<file path="src/rtl/rtc_trim_pkg.sv">
// Package: shared register layout and helpers for the RTC frequency trim unit.
// Assumes the register is 16 bits wide with the offset in the low byte.
package rtc_trim_pkg;

    typedef struct packed {
        logic       coarse;   // step size select
        logic [6:0] pattern;  // sign pattern, stored only
        logic [7:0] offset;   // two's complement step count
    } trim_cfg_t;

    localparam logic [15:0] TRIM_NOMINAL = 16'h2000;

    // Magnitude of a signed byte; -128 maps to 128.
    function automatic logic [7:0] trim_mag(input logic [7:0] o);
        return o[7] ? (~o + 8'd1) : o;
    endfunction

endpackage

</file>
<file path="src/rtl/rtc_trim_regs.sv">
// Module: correction register with its read and write decode.
// Assumes single-cycle writes and a combinational read path.
module rtc_trim_regs #(
    parameter int              ADDR_W   = 8,
    parameter logic [ADDR_W-1:0] REG_ADDR = 8'h18
) (
    input  logic              clk,
    input  logic              rst_n,
    input  logic              wr_en,
    input  logic [ADDR_W-1:0] addr,
    input  logic [15:0]       wdata,
    output logic [15:0]       rdata,
    output logic [15:0]       trim_q
);
    import rtc_trim_pkg::*;

    logic hit;
    assign hit = (addr == REG_ADDR);

    // Store the full word on a write that matches the address.
    always_ff @(posedge clk) begin
        if (!rst_n)
            trim_q <= TRIM_NOMINAL;
        else if (wr_en && hit)
            trim_q <= wdata;
    end

    // Return the register on a match and zero otherwise.
    always_comb begin
        rdata = hit ? trim_q : 16'h0000;
    end

endmodule

</file>
<file path="src/rtl/rtc_trim_window.sv">
// Module: window counter and correction point scheduler.
// It latches the register at each window boundary. An accumulator spreads
// |offset| correction points evenly over the enables of the window.
// Assumes COARSE_LOG2 <= FINE_LOG2 and COARSE_LOG2 >= 8.
module rtc_trim_window #(
    parameter int FINE_LOG2   = 20,
    parameter int COARSE_LOG2 = 18,
    localparam int CNT_W      = FINE_LOG2,
    localparam int ACC_W      = FINE_LOG2 + 1
) (
    input  logic             clk,
    input  logic             rst_n,
    input  logic             osc_en,
    input  logic [15:0]      trim_q,
    output logic             fire,
    output logic             neg,
    output logic             boundary,
    output logic [15:0]      act_q,
    output logic [CNT_W-1:0] win_cnt
);
    import rtc_trim_pkg::*;

    localparam logic [ACC_W-1:0] FINE_SIZE   = ACC_W'(1) << FINE_LOG2;
    localparam logic [ACC_W-1:0] COARSE_SIZE = ACC_W'(1) << COARSE_LOG2;
    localparam logic [CNT_W-1:0] FINE_LAST   = CNT_W'(FINE_SIZE - ACC_W'(1));
    localparam logic [CNT_W-1:0] COARSE_LAST = CNT_W'(COARSE_SIZE - ACC_W'(1));

    trim_cfg_t        act;
    logic [ACC_W-1:0] acc;
    logic [ACC_W-1:0] win_size;
    logic [CNT_W-1:0] win_last;
    logic [ACC_W-1:0] mag;
    logic [ACC_W-1:0] sum;

    assign act = trim_cfg_t'(act_q);

    // Select the window length and find the correction points.
    always_comb begin
        win_size = act.coarse ? COARSE_SIZE : FINE_SIZE;
        win_last = act.coarse ? COARSE_LAST : FINE_LAST;
        mag      = ACC_W'(trim_mag(act.offset));
        sum      = acc + mag;
        fire     = osc_en && (sum >= win_size);
        neg      = act.offset[7];
        boundary = osc_en && (win_cnt == win_last);
    end

    // Advance the window on each enable and restart it at the boundary.
    always_ff @(posedge clk) begin
        if (!rst_n) begin
            win_cnt <= '0;
            acc     <= '0;
            act_q   <= TRIM_NOMINAL;
        end else if (boundary) begin
            win_cnt <= '0;
            acc     <= '0;
            act_q   <= trim_q;
        end else if (osc_en) begin
            win_cnt <= win_cnt + CNT_W'(1);
            acc     <= fire ? (sum - win_size) : sum;
        end
    end

endmodule

</file>
<file path="src/rtl/rtc_trim_emit.sv">
// Module: output pulse generator.
// It drops an enable at a negative correction point. It holds one pending
// extra pulse for a positive correction point and emits it in the next
// idle cycle. Assumes correction points are at least two enables apart.
module rtc_trim_emit (
    input  logic clk,
    input  logic rst_n,
    input  logic osc_en,
    input  logic fire,
    input  logic neg,
    output logic tick_en,
    output logic pend
);

    // Register the corrected enable and track the pending insertion.
    always_ff @(posedge clk) begin
        if (!rst_n) begin
            tick_en <= 1'b0;
            pend    <= 1'b0;
        end else if (osc_en) begin
            tick_en <= !(fire && neg);
            pend    <= pend || (fire && !neg);
        end else begin
            tick_en <= pend;
            pend    <= 1'b0;
        end
    end

endmodule

</file>
<file path="src/rtl/rtc_trim.sv">
// Module: top of the RTC frequency trim unit.
// It joins the register, the window scheduler and the pulse generator.
// Assumes osc_en is a one-cycle pulse with idle cycles between pulses.
module rtc_trim #(
    parameter int                ADDR_W      = 8,
    parameter logic [ADDR_W-1:0] REG_ADDR    = 8'h18,
    parameter int                FINE_LOG2   = 20,
    parameter int                COARSE_LOG2 = 18
) (
    input  logic              clk,
    input  logic              rst_n,
    input  logic              osc_en,
    input  logic              wr_en,
    input  logic [ADDR_W-1:0] addr,
    input  logic [15:0]       wdata,
    output logic [15:0]       rdata,
    output logic              tick_en
);
    localparam int CNT_W = FINE_LOG2;

    logic [15:0]      trim_q;
    logic [15:0]      act_q;
    logic             fire;
    logic             neg;
    logic             boundary;
    logic             pend;
    logic [CNT_W-1:0] win_cnt;

    rtc_trim_regs #(.ADDR_W(ADDR_W), .REG_ADDR(REG_ADDR)) u_regs (
        .clk(clk), .rst_n(rst_n), .wr_en(wr_en), .addr(addr),
        .wdata(wdata), .rdata(rdata), .trim_q(trim_q)
    );

    rtc_trim_window #(.FINE_LOG2(FINE_LOG2), .COARSE_LOG2(COARSE_LOG2)) u_win (
        .clk(clk), .rst_n(rst_n), .osc_en(osc_en), .trim_q(trim_q),
        .fire(fire), .neg(neg), .boundary(boundary), .act_q(act_q),
        .win_cnt(win_cnt)
    );

    rtc_trim_emit u_emit (
        .clk(clk), .rst_n(rst_n), .osc_en(osc_en), .fire(fire),
        .neg(neg), .tick_en(tick_en), .pend(pend)
    );

endmodule

</file>
<file path="config.mk">
export PLATFORM = sky130hd
export DESIGN_NAME = rtc_trim
export DESIGN_NICKNAME = d
export VERILOG_FILES = /design/src/rtl/rtc_trim_pkg.sv /design/src/rtl/rtc_trim_regs.sv /design/src/rtl/rtc_trim_window.sv /design/src/rtl/rtc_trim_emit.sv /design/src/rtl/rtc_trim.sv
export SDC_FILE = /design/constraint.sdc
export NUM_CORES = 1
export LEC_CHECK = 0
export BUFFER_PORTS_ARGS = -buffer_cell sky130_fd_sc_hd__buf_2
export CAP_MARGIN = 0
export CORE_ASPECT_RATIO = 0.5
export CORE_UTILIZATION = 55
export CTS_CLUSTER_SIZE = 25
export DETAILED_ROUTE_END_ITERATION = 8
export HOLD_SLACK_MARGIN = 0.05
export PLACE_DENSITY = 0.77
export REMOVE_ABC_BUFFERS = 1
export SYNTH_ARGS = -nofsm -noshare
export SYNTH_HDL_FRONTEND = slang
export SYNTH_SLANG_ARGS = --single-unit
</file>
<file path="constraint.sdc">
create_clock -name clk -period 4.9 [get_ports clk]
set_input_delay 0.245 -clock clk [delete_from_list [all_inputs] [get_ports clk]]
set_output_delay 0.245 -clock clk [all_outputs]
set_load 0.03 [all_outputs]
</file>
======== Yosys cells after proc, flatten, opt, wreduce, memory -nomap -nowiden ========
Cells that the tools add are included.
storage, ports and cells
  register bits ........................... 75
  output and inout port bits .............. 17
  logic and storage cells ................. 31
operators by class
  add/subtract/negate cells ............... 4
  magnitude comparators ................... 1
  eq/ne operators ......................... 2
  multiplexer cells ....................... 6
  bitwise logic cells ..................... 2
  reductions and logical operators ........ 10
operators with widths
  kind                     count
  $mux W21                 2
  $add A21 B8 Y21          1
  $ge A21 B21 Y1           1
  $sub A21 B21 Y21         1
  $add A20 B1 Y20 const B  1
  $eq A20 B20 Y1           1
  $mux W20                 1
  $mux W16                 1
  $add A8 B1 Y8 const B    1
  $eq A8 B5 Y1 const B     1
  $mux W8                  1
  $not A8 Y8               1
  $logic_and A1 B1 Y1      5
  $logic_not A1 Y1         2
  $reduce_and A2 Y1        1
  $reduce_or A2 Y1         1
  $logic_or A1 B1 Y1       1
  $mux W1                  1
  $not A1 Y1               1

======== Depth between registers and ports, before layout ========
  word-level depth ........................ 9
  gate-level depth with buffers ........... 21

======== Modules after synthesis ========
From an unflattened synthesis, not the netlist that was laid out.
second synthesis, totals
  cell total of the unflattened synthesis .. 488
  area, all modules ....................... 4165.2 um^2
by module, submodules not included
  module           instances  cells an instance  area an instance (um^2)  sequential area each (um^2)
  rtc_trim_window  1          392                3293.2                   1141.1
  rtc_trim_regs    1          90                 804.5                    320.3
  rtc_trim_emit    1          6                  67.6                     40.0

======== Worst setup path before layout ========
Ideal clock, no wire load.
  path kind ............................... reg2reg
  from .................................... register u_win.act_q[0]
  to ...................................... register u_win.acc[20]
  setup time .............................. 0.088 ns
  arrival ................................. 4.073 ns
  slack ................................... 0.739 ns
  stages on the path, launching flop included .. 21
  period minus slack after synthesis ...... 4.161 ns
  cells stage by stage .................... dfxtp_1 -> inv_1 -> ha_1 -> nand2_1 -> o21ai_0 -> inv_1 -> fa_1 -> nand2b_1 -> a211oi_1 -> o2111a_1 -> and3_1 -> and3_1 -> xor2_1 -> ha_1 -> nand4b_1 -> nor2_1 -> o21ai_0 -> nor4_1 -> and4_1 -> o21ai_1 -> a311oi_2
between the ends
  longest elaborated chain between the ends .. 7
  elaborated cells on any way between the ends .. 8
ends and longest elaborated chain
  element                   RTL line               source
  start: declaration        rtc_trim_window.sv:18  output logic [15:0] act_q,
  start signal: assignment  rtc_trim_window.sv:57  act_q <= trim_q;
  $not A8 Y8                rtc_trim_pkg.sv:15     return o[7] ? (~o + 8'd1) : o;
  $add A8 B1 Y8             rtc_trim_pkg.sv:15
  $mux W8 (*)               rtc_trim_pkg.sv:15
  $add A21 B8 Y21 (*)       rtc_trim_window.sv:42  sum = acc + mag;
  $ge A21 B21 Y1            rtc_trim_window.sv:43  fire = osc_en && (sum >= win_size);
  $logic_and A1 B1 Y1       rtc_trim_window.sv:43
  $mux W21 (*)              rtc_trim_window.sv:60  acc <= fire ? (sum - win_size) : sum;
  end signal: assignment    rtc_trim_window.sv:60
  end: declaration          rtc_trim_window.sv:29  logic [ACC_W-1:0] acc;
Every way passes the cells marked *; elsewhere a longest branch is shown, timed or not.
A chain may end at the register's enable or synchronous reset.

======== Worst setup path in the final report ========
  from .................................... register u_win.act_q[2]
  to ...................................... register u_win.acc[20]
The elaborated chain is that of the path after synthesis.

==> summary.md <==
The clock drives 68 sinks. In this run the critical register-to-register path is captured at u_win.acc[20]. The final-stage net count was 533. The final routed DRC violation total was 0.

The congestion estimate from routability-driven global placement came to 0.851. For the via count of the first global-routing pass, the log shows 2,784. The maximum vdd ir drop is 0.207 mV.

Effective utilization at floorplan: 0.595. The share of cells above drive strength 1 was 0.143; the count of port buffers added during placement was 44. The total global routing track utilization was 0.233. Leaving out fill and tap cells, the most frequent cell in the layout is dfxtp_1. In this run the worst path has a maximum fanout of 10.

The count of cell types in the netlist is 51, and the synthesis-to-layout area growth is 15.7%. The run gives 0 as the final count of pins violating max slew. In this run the clock root is driven by a clkbuf_16.

The logs give 3 for the H-tree depth and 0 for the total count of hold-check failures in the final report. The max-capacitance violation count is 0. Hold is met by 0.127 ns.

Fraction of post-synthesis cell area in the top cell type by area: 0.360. The logs give 0 for the count of warnings emitted by yosys and 0.041 for the part of the total power dissipated in combinational logic. In this run the critical register-to-register path is launched from u_win.act_q[2]. For the required time reported for the critical path endpoint, the log shows 5.14 ns.

The setup path with the least slack is of type reg -> reg. Class of the tightest hold or removal check: in -> reg. The routed layout has 3,155 vias. Once detailed placement completed, the half-perimeter wirelength came to 5270 um. The per-cell via count in the routed design was 5.40.

The run gives 45 as the number of I/O pins. The most critical setup path has its endpoint at u_win.acc[20]. The cell leakage power is 1.78 nW. The tools report the number of rows created at floorplan as 20.

The logic depth of the worst register-to-register path works out to 19. In this run the power density over the cells is 298 nW/um^2. The insertion delay to the later sink of the worst-skew pair was 0.33 ns; the switching power was 0.276 mW. The share of flip-flops with an asynchronous set or reset after synthesis was 0.

The number of flops mapped to enable cells by yosys was 0; the number of diodes was 0. The internal power of the cells totals 1.03 mW. Measured along the y axis, the die boundary spans 60.7 um. The switching power as a share of total power was 0.212; the final clock skew was 0.00699 ns.

Synthesis-stage register bit count: 68. By area the synthesized netlist is led by dfxtp_1, nand2_1, xnor2_1. After clock tree synthesis, the flow added hold-fix buffers numbering 0. Tightest slew margin relative to the limit: 0.574. STA classifies the critical path startpoint as a flip-flop. Entering global routing, the biggest net connects 41 pins.

The transition time at the pin with the least slew margin was 0.640 ns; the leftover overflow at the end of global routing was 0. The mean instance size in the synthesized netlist is 8.35 um^2, and the clock input transition at the sequential cells of the worst setup and hold paths is 0.05 ns. The critical path arrival was 4.75 ns.

The top cell types in the final layout, fill and taps aside, are dfxtp_1, nand2_1, nor2_1. The sequential area share after synthesis is 0.360, and the die area is 7240 um^2. The sequential cell fraction of total power was 0.430; the die width was 119 um.

The number of instances in the synthesized netlist is 453. The maximum achievable frequency is 222 MHz. Number of buffers created by CTS: 9. The flow ran to the end, and the final reports show no timing, DRC or antenna violations. TritonCTS built the clock tree. The tools report the core outline area as 6360 um^2. Setup total negative slack on the finished layout was measured at 0 ns.

Before CTS, the worst setup slack after placement is 0.374 ns. The period utilization is 0.921, and the post-layout worst setup margin is 0.389 ns. The logs give 156 for the first-iteration detailed-routing DRC count and 7760 um for the sum of routed wire length over all layers. The run gives 4 as the number of optimization iterations in the first detailed-route pass. The run gives 2 as the buffer levels on the longest clock path. In this run the register-to-register setup slack is 0.39 ns. In this run the remaining antenna-violating nets after routing total 0. The run gives 0.689 as the final design utilization. The leading area contributor after synthesis is dfxtp_1.

The tools report the worst setup path startpoint as u_win.act_q[2]. STA classifies the critical path endpoint as a flip-flop. The clock period could shrink to 4.51 ns.

Dividing the detail-routed wire length by the instance count gives 13.3 um. The dominant register cell in the synthesized netlist was dfxtp_1. The first global-routing pass estimated 13,100 um of wire.

Setup violations remaining at the end of the flow were counted as 0. Initial antenna violation count: 0. The proportion of power drawn by the clock network was 0.528; the total design power was 1.30 mW. Summing every instance area after synthesis gives 3780 um^2.
==> per-stage QoR <==
step	cells	area [um^2]
6_report	584	4380
5_1_grt	584	4380
4_1_cts	583	4360
3_5_place_dp	567	4050
3_3_place_gp	567	4050
2_1_floorplan	432	3690
==> synth_stat cells, drive strengths merged, types with 13 or more instances <==
library cell  instances
nor2b                15
and2                 22
xnor2                24
a21boi               16
mux2i                18
clkbuf               18
nand2                58
o21ai                13
nor2                 54
dfxtp                68
xor2                 24
ha                   13
==> timing repair <==
action,in CTS,in global routing
buffers inserted,0,1
gates resized for setup,0,1
endpoints found under the setup margin,0,4
==> cell type report <==
cell class	count	area (um^2)
fill	530	1980
clock buffer	10	229
sequential	68	1360
multi-input combinational	352	2290
timing repair buffer	48	250
inverter	12	45.0
clock inverter	6	88.8
tap	88	110
==> cell families after synthesis <==
| kind of cell | after synthesis | synth area share |
|---|---|---|
| buf+inv | 33 | 0.0357 |
| compound gates | 65 | 0.127 |
| mux | 18 | 0.0476 |
| fa+ha+maj | 14 | 0.0483 |
| xor+xnor | 48 | 0.111 |
| flops | 68 | 0.360 |
| simple gates | 207 | 0.271 |
==> power by group through the flow <==
stage	Sequential, mW	Combinational [mW]	Clock, mW
2_1_floorplan	0.573	0.0254	0
3_3_place_gp	0.572	0.0502	0
3_5_place_dp	0.572	0.0517	0
4_1_cts	0.560	0.0522	0.699
5_1_grt	0.561	0.0592	0.723
6_report	0.560	0.0540	0.688
==> state kept, by name, indices dropped and copies added, names as in the netlist <==
signal / flops
u_win.win_cnt: 20
u_emit.pend: 1
u_regs.trim_q: 16
u_emit.tick_en: 1
u_win.acc: 21
u_win.act_q: 9
==> worst max-delay path: stages, from the launching register on <==
cell and delay, ns:
dfxtp_1 0.36, nor4_1 0.36, nand2_1 0.09, nand2_1 0.08, xnor2_1 0.08, ha_1 0.47, nor3_1 0.10, nor3_1 0.40
o2111a_1 0.32, and3_1 0.24, and3_1 0.18, xor2_1 0.22, ha_1 0.23, nand4b_1 0.10, nor2_1 0.11, o21ai_0 0.12
nor4_2 0.27, and4_1 0.29, o21ai_1 0.10, a311oi_2 0.28
==> layer usage <==
layer,GRT usage,wire [um],vias to the layer above
met2,0.370,3340,63
met1,0.306,3970,1460
li1,-,-,1627
met5,0,0,-
met3,0.0883,396,5
met4,0.0554,44,0
==> worst min path at each step <==
stage | depth (start not counted) | from | slack [ns] | to
final | 3 | wdata[13] | 0.13 | u_regs.trim_q[13]
after global routing | 3 | wdata[13] | 0.14 | u_regs.trim_q[13]
after CTS | 3 | wdata[13] | 0.12 | u_regs.trim_q[13]
after detailed placement | 2 | u_regs.trim_q[8] | 0.45 | u_regs.trim_q[8]
after global placement | 2 | u_regs.trim_q[13] | 0.44 | u_regs.trim_q[13]
after floorplan | 1 | rst_n | 0.32 | u_regs.trim_q[13]
No activity file was read; power rests on OpenSTA's default activity.
